File: src/rtl/uatx_pkg.sv
package uatx_pkg;

    typedef enum logic [2:0] {
        SH_IDLE,
        SH_ARMED,
        SH_START,
        SH_DATA,
        SH_PARITY,
        SH_STOP
    } sh_state_e;

    localparam logic [2:0] PAR_NONE  = 3'd0;
    localparam logic [2:0] PAR_ODD   = 3'd1;
    localparam logic [2:0] PAR_EVEN  = 3'd2;
    localparam logic [2:0] PAR_SPACE = 3'd3;
    localparam logic [2:0] PAR_MARK  = 3'd4;

endpackage

File: src/rtl/uatx_parity.sv
module uatx_parity #(
    parameter int DATA_W = 8
) (
    input  logic [DATA_W-1:0] data,
    input  logic [2:0]        mode,
    output logic              par_en,
    output logic              par_bit
);
    import uatx_pkg::*;

    always_comb begin
        par_en  = 1'b1;
        par_bit = 1'b0;
        case (mode)
            PAR_ODD:   par_bit = ~(^data);
            PAR_EVEN:  par_bit = ^data;
            PAR_SPACE: par_bit = 1'b0;
            PAR_MARK:  par_bit = 1'b1;
            default:   par_en  = 1'b0;
        endcase
    end

endmodule

File: src/rtl/uatx_shift.sv
module uatx_shift #(
    parameter int DATA_W = 8
) (
    input  logic              clk,
    input  logic              rst_n,
    input  logic              flush,
    input  logic              tick,
    input  logic              ld_valid,
    input  logic [DATA_W-1:0] ld_data,
    input  logic [2:0]        ld_mode,
    output logic              ld_take,
    output logic              txd,
    output logic              idle
);
    import uatx_pkg::*;

    localparam int IDX_W = (DATA_W > 2) ? $clog2(DATA_W) : 1;
    localparam logic [IDX_W-1:0] LAST_IDX = IDX_W'(DATA_W - 1);

    typedef struct packed {
        sh_state_e         st;
        logic [DATA_W-1:0] sr;
        logic [IDX_W-1:0]  idx;
        logic              pen;
        logic              pbit;
        logic              txd;
    } sh_t;

    sh_t sh_d, sh_q;
    logic new_pen, new_pbit;

    uatx_parity #(.DATA_W(DATA_W)) u_par (
        .data    (ld_data),
        .mode    (ld_mode),
        .par_en  (new_pen),
        .par_bit (new_pbit)
    );

    always_comb begin
        sh_d    = sh_q;
        ld_take = 1'b0;
        if (flush) begin
            sh_d.st  = SH_IDLE;
            sh_d.txd = 1'b1;
        end else begin
            case (sh_q.st)
                SH_IDLE: begin
                    if (ld_valid) begin
                        ld_take   = 1'b1;
                        sh_d.sr   = ld_data;
                        sh_d.pen  = new_pen;
                        sh_d.pbit = new_pbit;
                        sh_d.st   = SH_ARMED;
                    end
                end
                SH_ARMED: begin
                    if (tick) begin
                        sh_d.txd = 1'b0;
                        sh_d.st  = SH_START;
                    end
                end
                SH_START: begin
                    if (tick) begin
                        sh_d.txd = sh_q.sr[0];
                        sh_d.sr  = sh_q.sr >> 1;
                        sh_d.idx = '0;
                        sh_d.st  = SH_DATA;
                    end
                end
                SH_DATA: begin
                    if (tick) begin
                        if (sh_q.idx == LAST_IDX) begin
                            if (sh_q.pen) begin
                                sh_d.txd = sh_q.pbit;
                                sh_d.st  = SH_PARITY;
                            end else begin
                                sh_d.txd = 1'b1;
                                sh_d.st  = SH_STOP;
                            end
                        end else begin
                            sh_d.txd = sh_q.sr[0];
                            sh_d.sr  = sh_q.sr >> 1;
                            sh_d.idx = sh_q.idx + 1'b1;
                        end
                    end
                end
                SH_PARITY: begin
                    if (tick) begin
                        sh_d.txd = 1'b1;
                        sh_d.st  = SH_STOP;
                    end
                end
                SH_STOP: begin
                    if (tick) begin
                        if (ld_valid) begin
                            ld_take   = 1'b1;
                            sh_d.sr   = ld_data;
                            sh_d.pen  = new_pen;
                            sh_d.pbit = new_pbit;
                            sh_d.txd  = 1'b0;
                            sh_d.st   = SH_START;
                        end else begin
                            sh_d.txd = 1'b1;
                            sh_d.st  = SH_IDLE;
                        end
                    end
                end
                default: begin
                    sh_d.st  = SH_IDLE;
                    sh_d.txd = 1'b1;
                end
            endcase
        end
    end

    always_ff @(posedge clk or negedge rst_n) begin
        if (!rst_n) begin
            sh_q      <= '0;
            sh_q.st   <= SH_IDLE;
            sh_q.txd  <= 1'b1;
        end else begin
            sh_q <= sh_d;
        end
    end

    assign txd  = sh_q.txd;
    assign idle = (sh_q.st == SH_IDLE);

    // line stays high before a frame's start bit
    a_r5_line_high_when_idle: assert property (@(posedge clk) disable iff (!rst_n)
        (sh_q.st == SH_IDLE || sh_q.st == SH_ARMED) |-> sh_q.txd);

    // start bit low, stop bit high
    a_r3_start_low: assert property (@(posedge clk) disable iff (!rst_n)
        (sh_q.st == SH_START) |-> !sh_q.txd);
    a_r3_stop_high: assert property (@(posedge clk) disable iff (!rst_n)
        (sh_q.st == SH_STOP) |-> sh_q.txd);

    // the line only moves on a baud tick or a flush
    a_r7_bit_held_between_ticks: assert property (@(posedge clk) disable iff (!rst_n)
        (!tick && !flush) |=> $stable(sh_q.txd));

endmodule

File: src/rtl/uatx_hold.sv
module uatx_hold #(
    parameter int DATA_W = 8
) (
    input  logic              clk,
    input  logic              rst_n,
    input  logic              cmd_en,
    input  logic              cmd_dis,
    input  logic              cmd_rst,
    input  logic              wr_stb,
    input  logic [DATA_W-1:0] wr_data,
    input  logic              sh_take,
    input  logic              sh_idle,
    output logic              hold_valid,
    output logic [DATA_W-1:0] hold_data,
    output logic              hold_ready,
    output logic              flush
);
    typedef struct packed {
        logic              en;
        logic              drain;
        logic              full;
        logic [DATA_W-1:0] data;
    } hold_t;

    hold_t hd_d, hd_q;
    logic  accept;

    always_comb begin
        hd_d   = hd_q;
        accept = wr_stb && hd_q.en && !hd_q.drain && !hd_q.full;
        if (cmd_rst) begin
            hd_d = '0;
        end else begin
            if (sh_take) begin
                hd_d.full = 1'b0;
            end
            if (accept) begin
                hd_d.full = 1'b1;
                hd_d.data = wr_data;
            end
            if (cmd_dis) begin
                if (hd_q.en) begin
                    if (sh_idle && !hd_q.full && !accept) begin
                        hd_d.en    = 1'b0;
                        hd_d.drain = 1'b0;
                    end else begin
                        hd_d.drain = 1'b1;
                    end
                end
            end else if (cmd_en) begin
                hd_d.en    = 1'b1;
                hd_d.drain = 1'b0;
            end else if (hd_q.drain && sh_idle && !hd_q.full) begin
                hd_d.en    = 1'b0;
                hd_d.drain = 1'b0;
            end
        end
    end

    always_ff @(posedge clk or negedge rst_n) begin
        if (!rst_n) begin
            hd_q <= '0;
        end else begin
            hd_q <= hd_d;
        end
    end

    assign hold_valid = hd_q.full;
    assign hold_data  = hd_q.data;
    assign hold_ready = hd_q.en && !hd_q.drain && !hd_q.full;
    assign flush      = cmd_rst;

    // a disabled block never fills its holding stage
    a_r2_no_fill_when_off: assert property (@(posedge clk) disable iff (!rst_n)
        (!hd_q.en) |=> !hd_q.full);

    // a finished drain turns the block off
    a_r9_drain_ends_off: assert property (@(posedge clk) disable iff (!rst_n)
        (hd_q.drain && sh_idle && !hd_q.full && !cmd_en && !cmd_rst) |=> !hd_q.en);

endmodule

File: src/rtl/uatx_top.sv
module uatx_top #(
    parameter int DATA_W = 8
) (
    input  logic              clk,
    input  logic              rst_n,
    input  logic              cmd_en,
    input  logic              cmd_dis,
    input  logic              cmd_rst,
    input  logic [2:0]        par_sel,
    input  logic              wr_stb,
    input  logic [DATA_W-1:0] wr_data,
    input  logic              baud_tick,
    output logic              txd,
    output logic              hold_ready,
    output logic              all_empty
);
    logic              hold_valid;
    logic [DATA_W-1:0] hold_data;
    logic              sh_take;
    logic              sh_idle;
    logic              flush;

    uatx_hold #(.DATA_W(DATA_W)) u_hold (
        .clk        (clk),
        .rst_n      (rst_n),
        .cmd_en     (cmd_en),
        .cmd_dis    (cmd_dis),
        .cmd_rst    (cmd_rst),
        .wr_stb     (wr_stb),
        .wr_data    (wr_data),
        .sh_take    (sh_take),
        .sh_idle    (sh_idle),
        .hold_valid (hold_valid),
        .hold_data  (hold_data),
        .hold_ready (hold_ready),
        .flush      (flush)
    );

    uatx_shift #(.DATA_W(DATA_W)) u_shift (
        .clk      (clk),
        .rst_n    (rst_n),
        .flush    (flush),
        .tick     (baud_tick),
        .ld_valid (hold_valid),
        .ld_data  (hold_data),
        .ld_mode  (par_sel),
        .ld_take  (sh_take),
        .txd      (txd),
        .idle     (sh_idle)
    );

    assign all_empty = sh_idle && !hold_valid;

    // a reset command leaves the block quiet on the next cycle
    a_r10_reset_quiets: assert property (@(posedge clk) disable iff (!rst_n)
        cmd_rst |=> (txd && !hold_ready && all_empty));

    // an accepted write drops ready on the next cycle
    a_r6_write_drops_ready: assert property (@(posedge clk) disable iff (!rst_n)
        (hold_ready && wr_stb && !cmd_rst) |=> !hold_ready);

endmodule

File: config.mk
export PLATFORM = sky130hd
export DESIGN_NAME = uatx_top
export DESIGN_NICKNAME = d
export VERILOG_FILES = /design/src/rtl/uatx_pkg.sv /design/src/rtl/uatx_parity.sv /design/src/rtl/uatx_shift.sv /design/src/rtl/uatx_hold.sv /design/src/rtl/uatx_top.sv
export SDC_FILE = /design/constraint.sdc
export NUM_CORES = 1
export LEC_CHECK = 0
export BUFFER_PORTS_ARGS = -buffer_cell sky130_fd_sc_hd__buf_2
export CAP_MARGIN = 20
export CORE_MARGIN = 8
export CORE_UTILIZATION = 55
export DETAILED_ROUTE_END_ITERATION = 8
export PLACE_DENSITY = 0.77
export SLEW_MARGIN = 20
export SYNTH_ARGS = -nofsm -noshare
export SYNTH_HDL_FRONTEND = slang
export SYNTH_SLANG_ARGS = --single-unit
File: constraint.sdc
create_clock -name clk -period 2.67 [get_ports clk]
set_input_delay 0.534 -clock clk [delete_from_list [all_inputs] [get_ports clk]]
set_output_delay 0.534 -clock clk [all_outputs]
set_load 0.02 [all_outputs]
==> flow_summary.json <==
{
  "status": "complete, no violations",
  "antenna_found_initial": 0,
  "grt_setup_unrepaired": "false",
  "layout-drive-gt1-share_pct": 20.5,
  "initial_utilization_pct": 57.8,
  "layout.nets": 211,
  "diodes": 0,
  "post_cts.repair.setup_buffers": 0,
  "ys_ff_latch": 28,
  "slew_headroom_pct": 59.0,
  "grtUsageTotal_pct": 13.3,
  "crit_end": "all_empty",
  "wl_mm": 3.14,
  "crit_required_ps": 2140,
  "pre_cts_ws_ps": 782,
  "clk_path_buf_depth": 2,
  "synthesis.nets": 196,
  "worstSetupStartpoint": "u_shift.sh_q[15]",
  "setup_tns_ps": 0,
  "ir_worst_vdd_uv": 521,
  "fillerInstances": 233,
  "cts_tree": "done",
  "cp-start-kind": "flop",
  "multi_input_area_um2": 811,
  "hold_class": "in2async",
  "reg2reg_depth": 5,
  "synth_ff_type": "dfrtp_1",
  "ant_nets": 0,
  "reg2reg_slack_ps": 730,
  "num_rows": 19,
  "grt_pass1_wl_mm": 5.62,
  "leakage_nw": 0.720,
  "cts-buffers-inserted": 3,
  "firstDrtPassIters": 4,
  "h-tree-depth": 1,
  "r2r_end": "u_shift.sh_q[13]",
  "ys_types": 41,
  "drtIter0Drc": 50,
  "synth.avg_cell_area_um2": 9.05,
  "arrival_ps": 1540,
  "synth_edf_count": 0,
  "ctsResizeCount": 0,
  "cts_sinks": 28,
  "root_buffer": "clkbuf_4",
  "hold_violations": 0,
  "worstSetupEndpointType": "output pin",
  "drc_errors": 0,
  "setup_viol": 0,
  "dr_total_vias": 1254,
  "fin_total_pwr_mw": 1.27,
  "grt_pass1_vias": 1283,
  "setup_ws_ps": 599,
  "postSynth.asyncResetShare_pct": 100,
  "worstPathMaxFanout": 11,
  "finalCritPeriodShare_pct": 77.6,
  "path_class": "reg2out",
  "fmax_mhz": 483,
  "post_drt_wl_per_cell_um": 14.2,
  "die-area_um2": 4870,
  "dp_hpwl_mm": 2.35,
  "layout_common_cells": "nand2_1 (42), dfrtp_1 (27), buf_2 (20)",
  "worst_pin_slew_ps": 615,
  "design.core.area_um2": 2760,
  "ys_seq_area_share_pct": 44.1,
  "synth.cell_area_um2": 1590,
  "grt-ovfl-total": 0,
  "grt_start_max_net_pins": 29,
  "final_common_cell": "nand2_1",
  "syn_to_final_growth_pct": 7.70,
  "maxSlewViolCount": 0,
  "path_clk_slew_ps": 150,
  "port_buffers": 20,
  "die_w_um": 69.8,
  "maxCapViolations": 0,
  "synth_warnings": 0,
  "syn_inst": 176,
  "r2r-start": "u_shift.sh_q[16]",
  "ios": 21,
  "insertion_delay_ps": 330,
  "gp_congestion": 0.989,
  "power_density_nw_per_um2": 740,
  "fin_skew_ps": 2.12,
  "dieHeight_um": 69.8,
  "register_area_um2": 702,
  "via_per_inst": 5.67,
  "min_period_ps": 2070,
  "cts_hold_buffers": 0
}
==> Yosys cell counts (3+ instances only) <==
cell	number	area (um^2)
o21ai_1	3	15.0
xnor2_1	7	61.3
a21oi_1	17	85.1
inv_1	3	11.3
nand2_1	42	158
o21ai_0	3	15.0
nor2_1	17	63.8
dfrtp_1	27	676
mux2i_1	4	40.0
buf_2	4	20.0
buf_6	3	33.8
a31oi_1	5	31.3
nand2b_1	3	18.8
a31oi_2	3	37.5
==> power by group <==
group / switching (mW) / leakage (nW) / internal [mW]
clock network: 0.130 / 0.0279 / 0.152
registers: 0.0957 / 0.366 / 0.519
logic: 0.210 / 0.326 / 0.163
total: 0.436 / 0.720 / 0.834
==> worst max-delay path, stage by stage (launching register included) <==
cell and delay, ps:
dfrtp_1 540, nor4_4 420, buf_2 240
==> registers in the layout (all words and copies together), names as in the netlist <==
| name | cells |
|---|---|
| u_hold.hd_q | 2 |
| u_hold.hold_data | 8 |
| u_hold.hold_valid | 1 |
| u_shift.sh_q | 16 |
| u_shift.txd | 1 |
==> metrics by stage <==
| step | hold WS [ps] | area, um^2 | cells | util, % |
|---|---|---|---|---|
| 2_1_floorplan | 238 | 1590 | 176 | - |
| 6_report | 183 | 1720 | 221 | 62.2 |
| 3_3_place_gp | 476 | 1660 | 217 | 60.3 |
| 5_1_grt | 226 | 1720 | 221 | 62.2 |
| 4_1_cts | 210 | 1720 | 221 | 62.2 |
| 3_5_place_dp | 496 | 1660 | 217 | 60.3 |
==> cell families (layout without fill, tap and decap cells) <==
| logic type | Yosys count | count (layout) | synth area share, % |
|---|---|---|---|
| XOR/XNOR | 8 | 8 | 4.40 |
| adder cells (fa/ha/maj) | 2 | 2 | 1.57 |
| AO/OA/AOI/OAI | 41 | 41 | 17.7 |
| AND/OR/NAND/NOR | 80 | 80 | 24.7 |
| buffers and inverters | 13 | 27 | 5.03 |
| flip-flops | 28 | 28 | 44.1 |
| multiplexers | 4 | 4 | 2.51 |
==> layer usage <==
layer | up-vias | routed length (um) | track usage [%]
li1 | 627 | - | -
met1 | 605 | 1530 | 17.3
met2 | 18 | 1500 | 22.0
met3 | 4 | 71 | 2.15
met4 | 0 | 34 | 3.57
met5 | - | 0 | 0
==> layout make-up <==
cell class	instances	area share, %
flip-flops and latches	28	40.9
multi-input cells	135	47.3
clock buffers	3	1.31
clock inverters	1	1.75
inverters	3	0.656
well taps	31	2.26
repair buffers	20	5.84
==> worst min-delay path by stage <==
stage | from | endpoint | slack, ps | depth (start not counted)
2_1_floorplan | rst_n | u_hold.hd_q[10] | 240 | 0
6_report | rst_n | u_hold.hd_q[9] | 180 | 1
5_1_grt | rst_n | u_hold.hd_q[9] | 230 | 1
3_3_place_gp | u_shift.sh_q[4] | u_shift.sh_q[4] | 480 | 2
3_5_place_dp | u_shift.sh_q[4] | u_shift.sh_q[4] | 500 | 2
4_1_cts | rst_n | u_hold.hd_q[10] | 210 | 1
Note: power is estimated with default switching activity, not from simulation.
